### config.mk
export PLATFORM = sky130hd
export DESIGN_NAME = i2c_dual_slave
export DESIGN_NICKNAME = d
export VERILOG_FILES = /design/src/rtl/i2cs_pkg.sv /design/src/rtl/i2cs_bus_sync.sv /design/src/rtl/i2cs_addr_match.sv /design/src/rtl/i2c_dual_slave.sv
export SDC_FILE = /design/constraint.sdc
export NUM_CORES = 1
export LEC_CHECK = 0
export CORE_MARGIN = 4
export CORE_UTILIZATION = 55
export DETAILED_ROUTE_END_ITERATION = 8
export DONT_BUFFER_PORTS = 1
export PLACE_DENSITY = 0.81
export SLEW_MARGIN = 20
export SYNTH_ARGS = -nofsm -noshare
export SYNTH_HDL_FRONTEND = slang
export SYNTH_SLANG_ARGS = --single-unit
### constraint.sdc
create_clock -name clk_i -period 3.25 [get_ports clk_i]
set_input_delay 0.4875 -clock clk_i [delete_from_list [all_inputs] [get_ports clk_i]]
set_output_delay 0.4875 -clock clk_i [all_outputs]
set_load 0.02 [all_outputs]
### src/rtl/i2cs_pkg.sv
package i2cs_pkg;
  localparam int unsigned ADDR_W = 7;

  localparam logic [1:0] REG_SLOT0 = 2'd0;
  localparam logic [1:0] REG_SLOT1 = 2'd1;
  localparam logic [1:0] REG_DATA  = 2'd2;
  localparam logic [1:0] REG_CTRL  = 2'd3;

  typedef struct packed {
    logic              en;
    logic [ADDR_W-1:0] addr;
  } slot_t;

  typedef enum logic [3:0] {
    ST_IDLE, ST_ADDR, ST_AACK0, ST_AACK1,
    ST_RX, ST_RACK0, ST_RACK1,
    ST_TX, ST_TACK, ST_DONE
  } state_e;
endpackage

### src/rtl/i2cs_bus_sync.sv
module i2cs_bus_sync #(
  parameter int unsigned SYNC_STAGES = 2
) (
  input  logic clk_i,
  input  logic rst_ni,
  input  logic scl_i,
  input  logic sda_i,
  output logic sda_o,
  output logic scl_rise_o,
  output logic scl_fall_o,
  output logic start_o,
  output logic stop_o
);
  localparam int unsigned DEPTH = SYNC_STAGES + 1;

  logic [DEPTH-1:0] scl_sh, sda_sh;
  logic scl_c, scl_p, sda_p;

  always_ff @(posedge clk_i or negedge rst_ni) begin
    if (!rst_ni) begin
      scl_sh <= '1;
      sda_sh <= '1;
    end else begin
      scl_sh <= {scl_sh[DEPTH-2:0], scl_i};
      sda_sh <= {sda_sh[DEPTH-2:0], sda_i};
    end
  end

  assign scl_c = scl_sh[DEPTH-2];
  assign scl_p = scl_sh[DEPTH-1];
  assign sda_o = sda_sh[DEPTH-2];
  assign sda_p = sda_sh[DEPTH-1];

  assign scl_rise_o = scl_c & ~scl_p;
  assign scl_fall_o = ~scl_c & scl_p;
  // SDA edges only count while SCL stays high across both samples
  assign start_o    = scl_c & scl_p & sda_p & ~sda_o;
  assign stop_o     = scl_c & scl_p & ~sda_p & sda_o;
endmodule

### src/rtl/i2cs_addr_match.sv
module i2cs_addr_match
  import i2cs_pkg::*;
#(
  parameter int unsigned NUM_SLOTS = 2,
  localparam int unsigned IDX_W = (NUM_SLOTS > 1) ? $clog2(NUM_SLOTS) : 1
) (
  input  slot_t [NUM_SLOTS-1:0] slots_i,
  input  logic  [ADDR_W:0]      byte_i,
  output logic                  hit_o,
  output logic                  gcall_o,
  output logic  [IDX_W-1:0]     idx_o
);
  logic [NUM_SLOTS-1:0] slot_hit;

  for (genvar g = 0; g < NUM_SLOTS; g++) begin : g_slot
    assign slot_hit[g] = slots_i[g].en && (slots_i[g].addr == byte_i[ADDR_W:1]);
  end

  always_comb begin
    idx_o = '0;
    for (int i = NUM_SLOTS - 1; i >= 0; i--) begin
      if (slot_hit[i]) idx_o = IDX_W'(i);
    end
  end

  assign gcall_o = (byte_i == '0);
  assign hit_o   = (|slot_hit) | gcall_o;
endmodule

### src/rtl/i2c_dual_slave.sv
module i2c_dual_slave
  import i2cs_pkg::*;
#(
  parameter int unsigned SYNC_STAGES = 2
) (
  input  logic       clk_i,
  input  logic       rst_ni,
  input  logic       scl_i,
  input  logic       sda_i,
  output logic       scl_drive_o,
  output logic       sda_drive_o,
  input  logic [1:0] reg_addr_i,
  input  logic       reg_wr_i,
  input  logic       reg_rd_i,
  input  logic [7:0] reg_wdata_i,
  output logic [7:0] reg_rdata_o
);
  localparam int unsigned NUM_SLOTS = 2;
  localparam int unsigned BYTE_W    = ADDR_W + 1;
  localparam int unsigned CNT_W     = $clog2(BYTE_W);
  localparam int unsigned IDX_W     = $clog2(NUM_SLOTS);
  localparam logic [CNT_W-1:0] LAST_BIT = CNT_W'(BYTE_W - 1);

  logic sda_s, scl_rise, scl_fall, start_det, stop_det;
  logic hit, gcall;
  logic [IDX_W-1:0] hit_idx;

  slot_t [NUM_SLOTS-1:0] slot_q;
  state_e                state_q;
  logic [CNT_W-1:0]      bit_q;
  logic [ADDR_W-1:0]     rx_sh_q;
  logic [BYTE_W-1:0]     rx_q, tx_q, tx_sh_q, in_byte;
  logic tx_valid_q, rx_full_q, pend_q, sda_drv_q, tx_on_q, tx_mode_q;
  logic addressed_q, ack_lvl_q, match_q, stop_q, gcall_q, mack_q;
  logic [IDX_W-1:0] slot_idx_q;
  logic wr_ctrl, wr_data, rd_data;

  i2cs_bus_sync #(.SYNC_STAGES(SYNC_STAGES)) u_sync (
    .clk_i, .rst_ni, .scl_i, .sda_i,
    .sda_o(sda_s), .scl_rise_o(scl_rise), .scl_fall_o(scl_fall),
    .start_o(start_det), .stop_o(stop_det)
  );

  assign in_byte = {rx_sh_q, sda_s};

  i2cs_addr_match #(.NUM_SLOTS(NUM_SLOTS)) u_match (
    .slots_i(slot_q), .byte_i(in_byte),
    .hit_o(hit), .gcall_o(gcall), .idx_o(hit_idx)
  );

  assign wr_ctrl = reg_wr_i && (reg_addr_i == REG_CTRL);
  assign wr_data = reg_wr_i && (reg_addr_i == REG_DATA);
  assign rd_data = reg_rd_i && (reg_addr_i == REG_DATA);

  always_ff @(posedge clk_i or negedge rst_ni) begin
    if (!rst_ni) begin
      slot_q <= '0; state_q <= ST_IDLE; bit_q <= '0;
      rx_sh_q <= '0; rx_q <= '0; tx_q <= '0; tx_sh_q <= '0;
      tx_valid_q <= 1'b0; rx_full_q <= 1'b0; pend_q <= 1'b0;
      sda_drv_q <= 1'b0; tx_on_q <= 1'b0; tx_mode_q <= 1'b0;
      addressed_q <= 1'b0; ack_lvl_q <= 1'b0; match_q <= 1'b0;
      stop_q <= 1'b0; gcall_q <= 1'b0; mack_q <= 1'b0; slot_idx_q <= '0;
    end else begin
      for (int i = 0; i < NUM_SLOTS; i++) begin
        if (reg_wr_i && reg_addr_i == 2'(i)) slot_q[i] <= reg_wdata_i;
      end
      if (wr_ctrl) begin
        ack_lvl_q <= reg_wdata_i[0];
        if (reg_wdata_i[1]) match_q <= 1'b0;
        if (reg_wdata_i[2]) stop_q  <= 1'b0;
        if (reg_wdata_i[3]) gcall_q <= 1'b0;
      end
      if (rd_data) rx_full_q <= 1'b0;

      if (start_det) begin
        state_q <= ST_ADDR; bit_q <= '0; sda_drv_q <= 1'b0; tx_on_q <= 1'b0;
        pend_q <= 1'b0; tx_mode_q <= 1'b0; addressed_q <= 1'b0;
      end else if (stop_det) begin
        state_q <= ST_IDLE; sda_drv_q <= 1'b0; tx_on_q <= 1'b0;
        pend_q <= 1'b0; tx_mode_q <= 1'b0; addressed_q <= 1'b0;
        if (addressed_q) stop_q <= 1'b1;
      end else if (pend_q) begin
        // wait request: release once the data register is serviced
        if (tx_mode_q) begin
          if (tx_valid_q) begin
            tx_sh_q <= tx_q; tx_on_q <= 1'b1; tx_valid_q <= 1'b0; pend_q <= 1'b0;
          end
        end else if (!rx_full_q) begin
          pend_q <= 1'b0;
        end
      end else begin
        unique case (state_q)
          ST_ADDR: if (scl_rise) begin
            rx_sh_q <= in_byte[ADDR_W-1:0];
            bit_q   <= bit_q + 1'b1;
            if (bit_q == LAST_BIT) begin
              if (hit) begin
                state_q <= ST_AACK0; match_q <= 1'b1; addressed_q <= 1'b1;
                gcall_q <= gcall; tx_mode_q <= sda_s;
                if (!gcall) slot_idx_q <= hit_idx;
              end else begin
                state_q <= ST_IDLE;
              end
            end
          end
          ST_AACK0: if (scl_fall) begin sda_drv_q <= 1'b1; state_q <= ST_AACK1; end
          ST_AACK1: if (scl_fall) begin
            sda_drv_q <= 1'b0; bit_q <= '0; pend_q <= tx_mode_q;
            state_q <= tx_mode_q ? ST_TX : ST_RX;
          end
          ST_RX: if (scl_rise) begin
            rx_sh_q <= in_byte[ADDR_W-1:0];
            bit_q   <= bit_q + 1'b1;
            if (bit_q == LAST_BIT) begin
              rx_q <= in_byte; rx_full_q <= 1'b1; state_q <= ST_RACK0;
            end
          end
          ST_RACK0: if (scl_fall) begin sda_drv_q <= ~ack_lvl_q; state_q <= ST_RACK1; end
          ST_RACK1: if (scl_fall) begin
            sda_drv_q <= 1'b0; bit_q <= '0; pend_q <= 1'b1; state_q <= ST_RX;
          end
          ST_TX: if (scl_fall) begin
            if (bit_q == LAST_BIT) begin
              tx_on_q <= 1'b0; state_q <= ST_TACK;
            end else begin
              tx_sh_q <= {tx_sh_q[BYTE_W-2:0], 1'b0};
              bit_q   <= bit_q + 1'b1;
            end
          end
          ST_TACK: begin
            if (scl_rise) mack_q <= ~sda_s;
            if (scl_fall) begin
              if (mack_q) begin
                pend_q <= 1'b1; bit_q <= '0; state_q <= ST_TX;
              end else begin
                state_q <= ST_DONE;
              end
            end
          end
          default: ;
        endcase
      end

      if (wr_data) begin
        tx_q <= reg_wdata_i; tx_valid_q <= 1'b1;
      end
    end
  end

  assign scl_drive_o = pend_q;
  assign sda_drive_o = sda_drv_q | (tx_on_q & ~tx_sh_q[BYTE_W-1]);

  always_comb begin
    unique case (reg_addr_i)
      REG_SLOT0: reg_rdata_o = slot_q[0];
      REG_SLOT1: reg_rdata_o = slot_q[1];
      REG_DATA:  reg_rdata_o = rx_q;
      default:   reg_rdata_o = {slot_idx_q[0], pend_q, rx_full_q, tx_mode_q,
                                gcall_q, stop_q, match_q, ack_lvl_q};
    endcase
  end
endmodule

== Word-level counts from Yosys, hierarchy flattened ==
Index checks and enable logic that the tools add are counted.
Operators by class
  $add $sub $neg: 1
  multiply operators: 0
  div/mod/pow operators: 0
  order comparisons: 0
  eq/ne operators: 42
  shifts and indexed selects: 0
  muxes and demuxes: 112
  bitwise operators: 20
  reductions and logical operators: 37
Operator list (number)
  1-bit 2-to-1 mux: 75
  4-bit 2-to-1 mux: 15
  8-bit 2-to-1 mux: 6
  4-bit != test, second input constant: 12
  4-bit one-hot mux with 8 select lines: 1
  3-bit 2-to-1 mux: 9
  5-bit AND reduction: 5
  8-bit one-hot mux with 3 select lines: 1
  4-bit by 3-bit equality test with 1-bit output, second input constant: 4
  3-bit != test, second input constant: 5
  7-bit equality test: 2
  13-bit AND reduction: 1
  3-bit one-hot mux with 4 select lines: 1
  3-bit nonzero test: 4
  4-bit nonzero test: 3
  1-bit NOT: 10
  10-bit nonzero test: 1
  5-bit nonzero test: 2
  9-bit AND reduction: 1
  1-bit AND: 8
  4-bit by 2-bit equality test with 1-bit output, second input constant: 2
  8-bit logical NOT: 1
  2-bit != test, second input constant: 4
  8-bit AND reduction: 1
  other kinds (20): 38
Storage, ports and cells
  bits in registers: 73
  latch bits: 0
  bits in writable memories: 0
  memory bits (read-only): 0
  input port bits: 16
  output and inout port bits: 10
  logic and storage cells: 237
  memories kept: 0

== Depth between registers and ports, before layout ==
  word-level depth: 11
  depth in mapped cells: 9
  gate-level depth less buffers: 8

== By module ==
From an unflattened synthesis, not the netlist that was laid out.
Second synthesis, totals
  cell total of the unflattened synthesis: 320
  area total of the unflattened synthesis: 3848.7 um^2
Modules (own cells, without submodules)
  i2c_dual_slave: instances 1, cells each 285, area an instance 3467.1 um^2, seq. area each 1676.6 um^2
  i2cs_addr_match: instances 1, cells each 25, area an instance 191.4 um^2, seq. area each 0.0 um^2
  i2cs_bus_sync: instances 1, cells each 10, area an instance 190.2 um^2, seq. area each 157.7 um^2

== Worst setup path before layout ==
OpenSTA, ideal clock, no wires.
  path type: reg-to-reg
  start: register bit_q[0]
  end: register bit_q[0]
  setup time: 0.073 ns
  arrival time: 1.857 ns
  required time: 3.177 ns
  setup slack: 1.320 ns
  cell stages (with the launch flop): 8
  buffers on the path: 0
  clock period less this slack: 1.930 ns
  cell sequence: dfrtp_1 > ha_1 > ha_1 > o2111a_1 > a311oi_2 > nand2_2 > or3_1 > a21oi_2
Between the ends
  longest elaborated chain between the ends: 7
  elaborated cells on any way between the ends: 11
  classes of those cells: add/sub (1); eq/ne (2); mux (7); reduce/logical (1)
RTL lines
  start, declared: line i2c_dual_slave.sv:30  | logic [CNT_W-1:0] bit_q;
  start signal, assigned: line i2c_dual_slave.sv:95  | bit_q <= bit_q + 1'b1;
  start signal, assigned: line i2c_dual_slave.sv:113  | bit_q <= bit_q + 1'b1;
  start signal, assigned: line i2c_dual_slave.sv:127  | bit_q <= bit_q + 1'b1;
  3-bit by 1-bit adder with 3-bit output: line i2c_dual_slave.sv:95, i2c_dual_slave.sv:113, i2c_dual_slave.sv:127
  3-bit 2-to-1 mux: line i2c_dual_slave.sv:123  | if (bit_q == LAST_BIT) begin
  3-bit 2-to-1 mux: line i2c_dual_slave.sv:122  | ST_TX: if (scl_fall) begin
  3-bit one-hot mux with 4 select lines: line i2c_dual_slave.sv:92  | unique case (state_q)
  3-bit 2-to-1 mux: line i2c_dual_slave.sv:82  | end else if (pend_q) begin
  3-bit 2-to-1 mux: line i2c_dual_slave.sv:78  | end else if (stop_det) begin
  3-bit 2-to-1 mux: line i2c_dual_slave.sv:75  | if (start_det) begin
Parallel ways exist; a longest one is shown, timed or not. The select of a mux whose other input is x is not followed.
A chain may end at the register's enable or synchronous reset.

== Worst setup path in the final report ==
  start: register pend_q, in the netlist scl_drive_o
  end: output port reg_rdata_o[6]
Between the ends
  longest elaborated chain between the ends: 1
RTL lines
  start, declared: line i2c_dual_slave.sv:33  | logic tx_valid_q, rx_full_q, pend_q, sda_drv_q, tx_on_q, tx_mode_q;
  start signal, assigned: line i2c_dual_slave.sv:59  | tx_valid_q <= 1'b0; rx_full_q <= 1'b0; pend_q <= 1'b0;
  start signal, assigned: line i2c_dual_slave.sv:77  | pend_q <= 1'b0; tx_mode_q <= 1'b0; addressed_q <= 1'b0;
  start signal, assigned: line i2c_dual_slave.sv:80  | pend_q <= 1'b0; tx_mode_q <= 1'b0; addressed_q <= 1'b0;
  8-bit one-hot mux with 3 select lines: line i2c_dual_slave.sv:154  | unique case (reg_addr_i)
  end, declared: line i2c_dual_slave.sv:16  | output logic [7:0] reg_rdata_o
Every way passes these cells.

==> run_results.csv <==
group,metric,value,unit
logic_synthesis,synth_fp_nets,347,
pwr,p_total,2.96,mW
logic_synthesis,synth_top_area_cell,"dfrtp_1",
logic_synthesis,yosysTopAreaCellShare,44.5,%
floorplanning,dieHeight,90.8,µm
route,drt_wl_total,7840,µm
floorplanning,die_x,90.8,µm
logic_synthesis,synthArstFlopShare,100,%
floorplanning,die-area,8240,µm²
logic_synthesis,yosys_most_used_dff,"dfrtp_1",
pwr,switching_power,1.10,mW
pwr,p_sw_share,37.2,%
pwr,internal_power,1.85,mW
logic_synthesis,ys_warn_count,0,
hold_path,hold_path.class,"in2async",
pwr,power_frac_seq,44.9,%
critical_path,path_buf_inv,0,
critical_path,path_class,"reg2out",
sta,fin_skew,14.7,ps
sta,rsz0062_at_grt,"false",
logic_synthesis,synth-seq-cells,73,
global_route,grt_pass1_wl,13100,µm
critical_path,cp_cell_sequence,"mux4_2",
sta,finalCriticalPeriod,2380,ps
flow_run,max-cap-violations,0,
global_route,grt-ovfl-total,0,
layout,fill_cells,505,
global_route,first_global_vias,2532,
floorplanning,coreArea,6490,µm²
layout,final_common_cell,"dfrtp_1",
layout,drive_above_1_share,24.8,%
critical_path,crit_path_top_delay_cell,"dfrtp_1",
logic_synthesis,netlist_area,3770,µm²
logic_synthesis,netlist_top_cells_area,"dfrtp_1, mux2_2, mux4_2",
layout,final_nets,343,
cts,clock_latency,360,ps
cts,root_buffer,"clkbuf_8",
cts,cts_buffers,9,
route,via_count,2615,
cts,cts_tree,"yes",
pwr,peakVddDrop,0.000334,V
cts,clock_path_buffers,2,
route,dr.pass1.iters,5,
critical_path,cp_data_required_time,2760,ps
route,wl_per_cell,19.3,µm
route,viasPerCell,6.43,
place,dpl.hpwl,5400,µm
logic_synthesis,syn_inst,329,
logic_synthesis,syn_area_per_cell,11.5,µm²
pwr,p_leak,1.67,nW
layout,final_cell_mix,"dfrtp_1, mux2_2, nand2_1",
place,port_buffers,0,
sta,whs,-15.8,ps
layout,syn_to_final_growth,6.04,%
global_route,grt_max_degree,74,
pwr,combPwrFrac,30.4,%
outcome,status,"complete, but fails checks",
floorplanning,rows,29,
place,gp_congestion,0.908,
sta,slew_violations,0,
cts,clkTransAtPathRegs,90,ps
sta,clock.fmax,421,MHz
sta,tns,0,ps
logic_synthesis,ys_seq_area_share,48.7,%
critical_path,cp_data_arrival_time,1890,ps
pwr,powerDensity,739,nW/µm²
logic_synthesis,synth_edf_count,0,
route,ant_nets,0,
sta,tightest_slew,1040,ps
logic_synthesis,ys_types,57,
critical_path,path_max_fanout,20,
route,drc,0,
pwr,p_clk_share,24.7,%
global_route,grt_usage,20.2,%
sta,finalHoldViolCount,11,
floorplanning,initial_core_util,58.0,%
critical_path,crit_path_max_incr_delay,1030,ps
cts,htree_levels,3,
global_route,antenna_found_initial,0,
outcome,violations,"hold timing",
sta,setup_viol,0,
floorplanning,ioPinCount,26,
critical_path,start_kind,"flip-flop",
route,first_iter_violations,337,
cts,clkSinkCount,73,
layout,diodes,0,
sta,max-slew-margin-rel,31.0,%
sta,period_share,73.2,%
critical_path,cp_top_family,"flip-flops",
critical_path,crit_path_end_kind,"output port",
[synthesized netlist by cell type, types with 2 or more instances]
cell      instances
a21o_1            2
a21oi_1          15
a22oi_1           3
a31oi_1           2
a41oi_1           2
and3_1            5
buf_1             2
buf_2             5
buf_4             2
buf_6             3
clkbuf_1          4
dfrtp_1          67
dfstp_2           6
ha_1              2
inv_1             8
mux2_2           38
mux2i_1           9
mux4_2            8
nand2_1          34
nand2b_1          2
nand3_1           5
nand3b_1          7
nand4_1           6
nor2_1           13
nor2b_1           3
nor3_1            3
nor3b_2           2
o21ai_0          20
o21ai_1           4
o31ai_1           3
or2_2             2
or4_1             2
xnor2_1          15
xor2_1            2
[power groups by stage]
stage / combinational [mW] / clock [mW] / sequential (mW)
after floorplan: 0.871 / 0 / 1.19
final: 0.898 / 0.730 / 1.33
after global routing: 0.990 / 0.788 / 1.36
after global placement: 0.850 / 0 / 1.33
after detailed placement: 0.867 / 0 / 1.34
after CTS: 0.896 / 0.735 / 1.32
[sequential cells by signal (all words and copies together) (netlist names), 3 cells and up]
name	count
u_sync.scl_sh	3
u_sync.sda_sh	3
tx_sh_q	8
bit_q	3
tx_q	8
slot_q	16
state_q	4
rx_q	8
rx_sh_q	7
[what timing repair did]
item	4_1_cts	5_1_grt
gates resized for setup	0	0
setup buffers	0	0
setup endpoints to repair	0	0
endpoints found under the hold margin	73	0
hold buffers	1	0
[per-layer routing]
metal	vias up	global-route usage, %	part of all wire (%)
li1	1205	-	-
met1	1307	28.8	45
met2	91	29.8	45
met3	12	5.67	7.4
met4	0	6.78	1.9
met5	-	0	0
[stage by stage]
stage	cells	utilization [%]	worst slack (ps)	hold WS [ps]	area, µm²
CTS	407	61.5	889	20.4	4000
floorplan	329	-	1320	192	3770
detailed placement	390	58.0	950	194	3770
global placement	390	58.0	1020	193	3770
global route	407	61.5	701	16.0	4000
finish	407	61.5	872	-15.8	4000
[worst paths after layout]
path | start | endpoint | slack (ps) | cells past startpoint
hold / removal | rst_ni | tx_q[4]$_DFFE_PN0P_ | -20 | 1
setup / recovery | scl_drive_o$_DFF_PN0_ | reg_rdata_o[6] | 870 | 1
max in group asynchronous | rst_ni | u_sync.sda_sh[2]$_DFF_PN1_ | 2900 | 1
min in group clk_i | sda_i | u_sync.sda_sh[0]$_DFF_PN1_ | 130 | 0
setup reg to reg | scl_drive_o$_DFF_PN0_ | tx_sh_q[2]$_DFFE_PN0P_ | 970 | 3
hold reg to reg | u_sync.scl_sh[0]$_DFF_PN1_ | u_sync.scl_sh[1]$_DFF_PN1_ | 360 | 0
[final cells by class]
| class | count | area, µm² | share of cell area [%] |
|---|---|---|---|
| Clock buffer | 9 | 124 | 3.10 |
| Clock inverter | 7 | 76.3 | 1.91 |
| Inverter | 8 | 30.0 | 0.751 |
| Multi-Input combinational cell | 232 | 1810 | 45.3 |
| Sequential cell | 73 | 1830 | 45.9 |
| Tap cell | 77 | 96.3 | 2.41 |
| Timing Repair Buffer | 1 | 27.5 | 0.689 |
[cells by family (layout without fill, tap and decap cells)]
logic type / Yosys count / count (layout) / share of synthesized area (%)
compound gates: 64 / 64 / 11.1
xor+xnor: 17 / 17 / 3.95
fa+ha+maj: 2 / 2 / 0.664
buf+inv: 24 / 25 / 3.35
flops: 73 / 73 / 48.7
mux: 55 / 55 / 18.5
simple gates: 94 / 94 / 13.8
No activity file was read; power rests on OpenSTA's default activity.
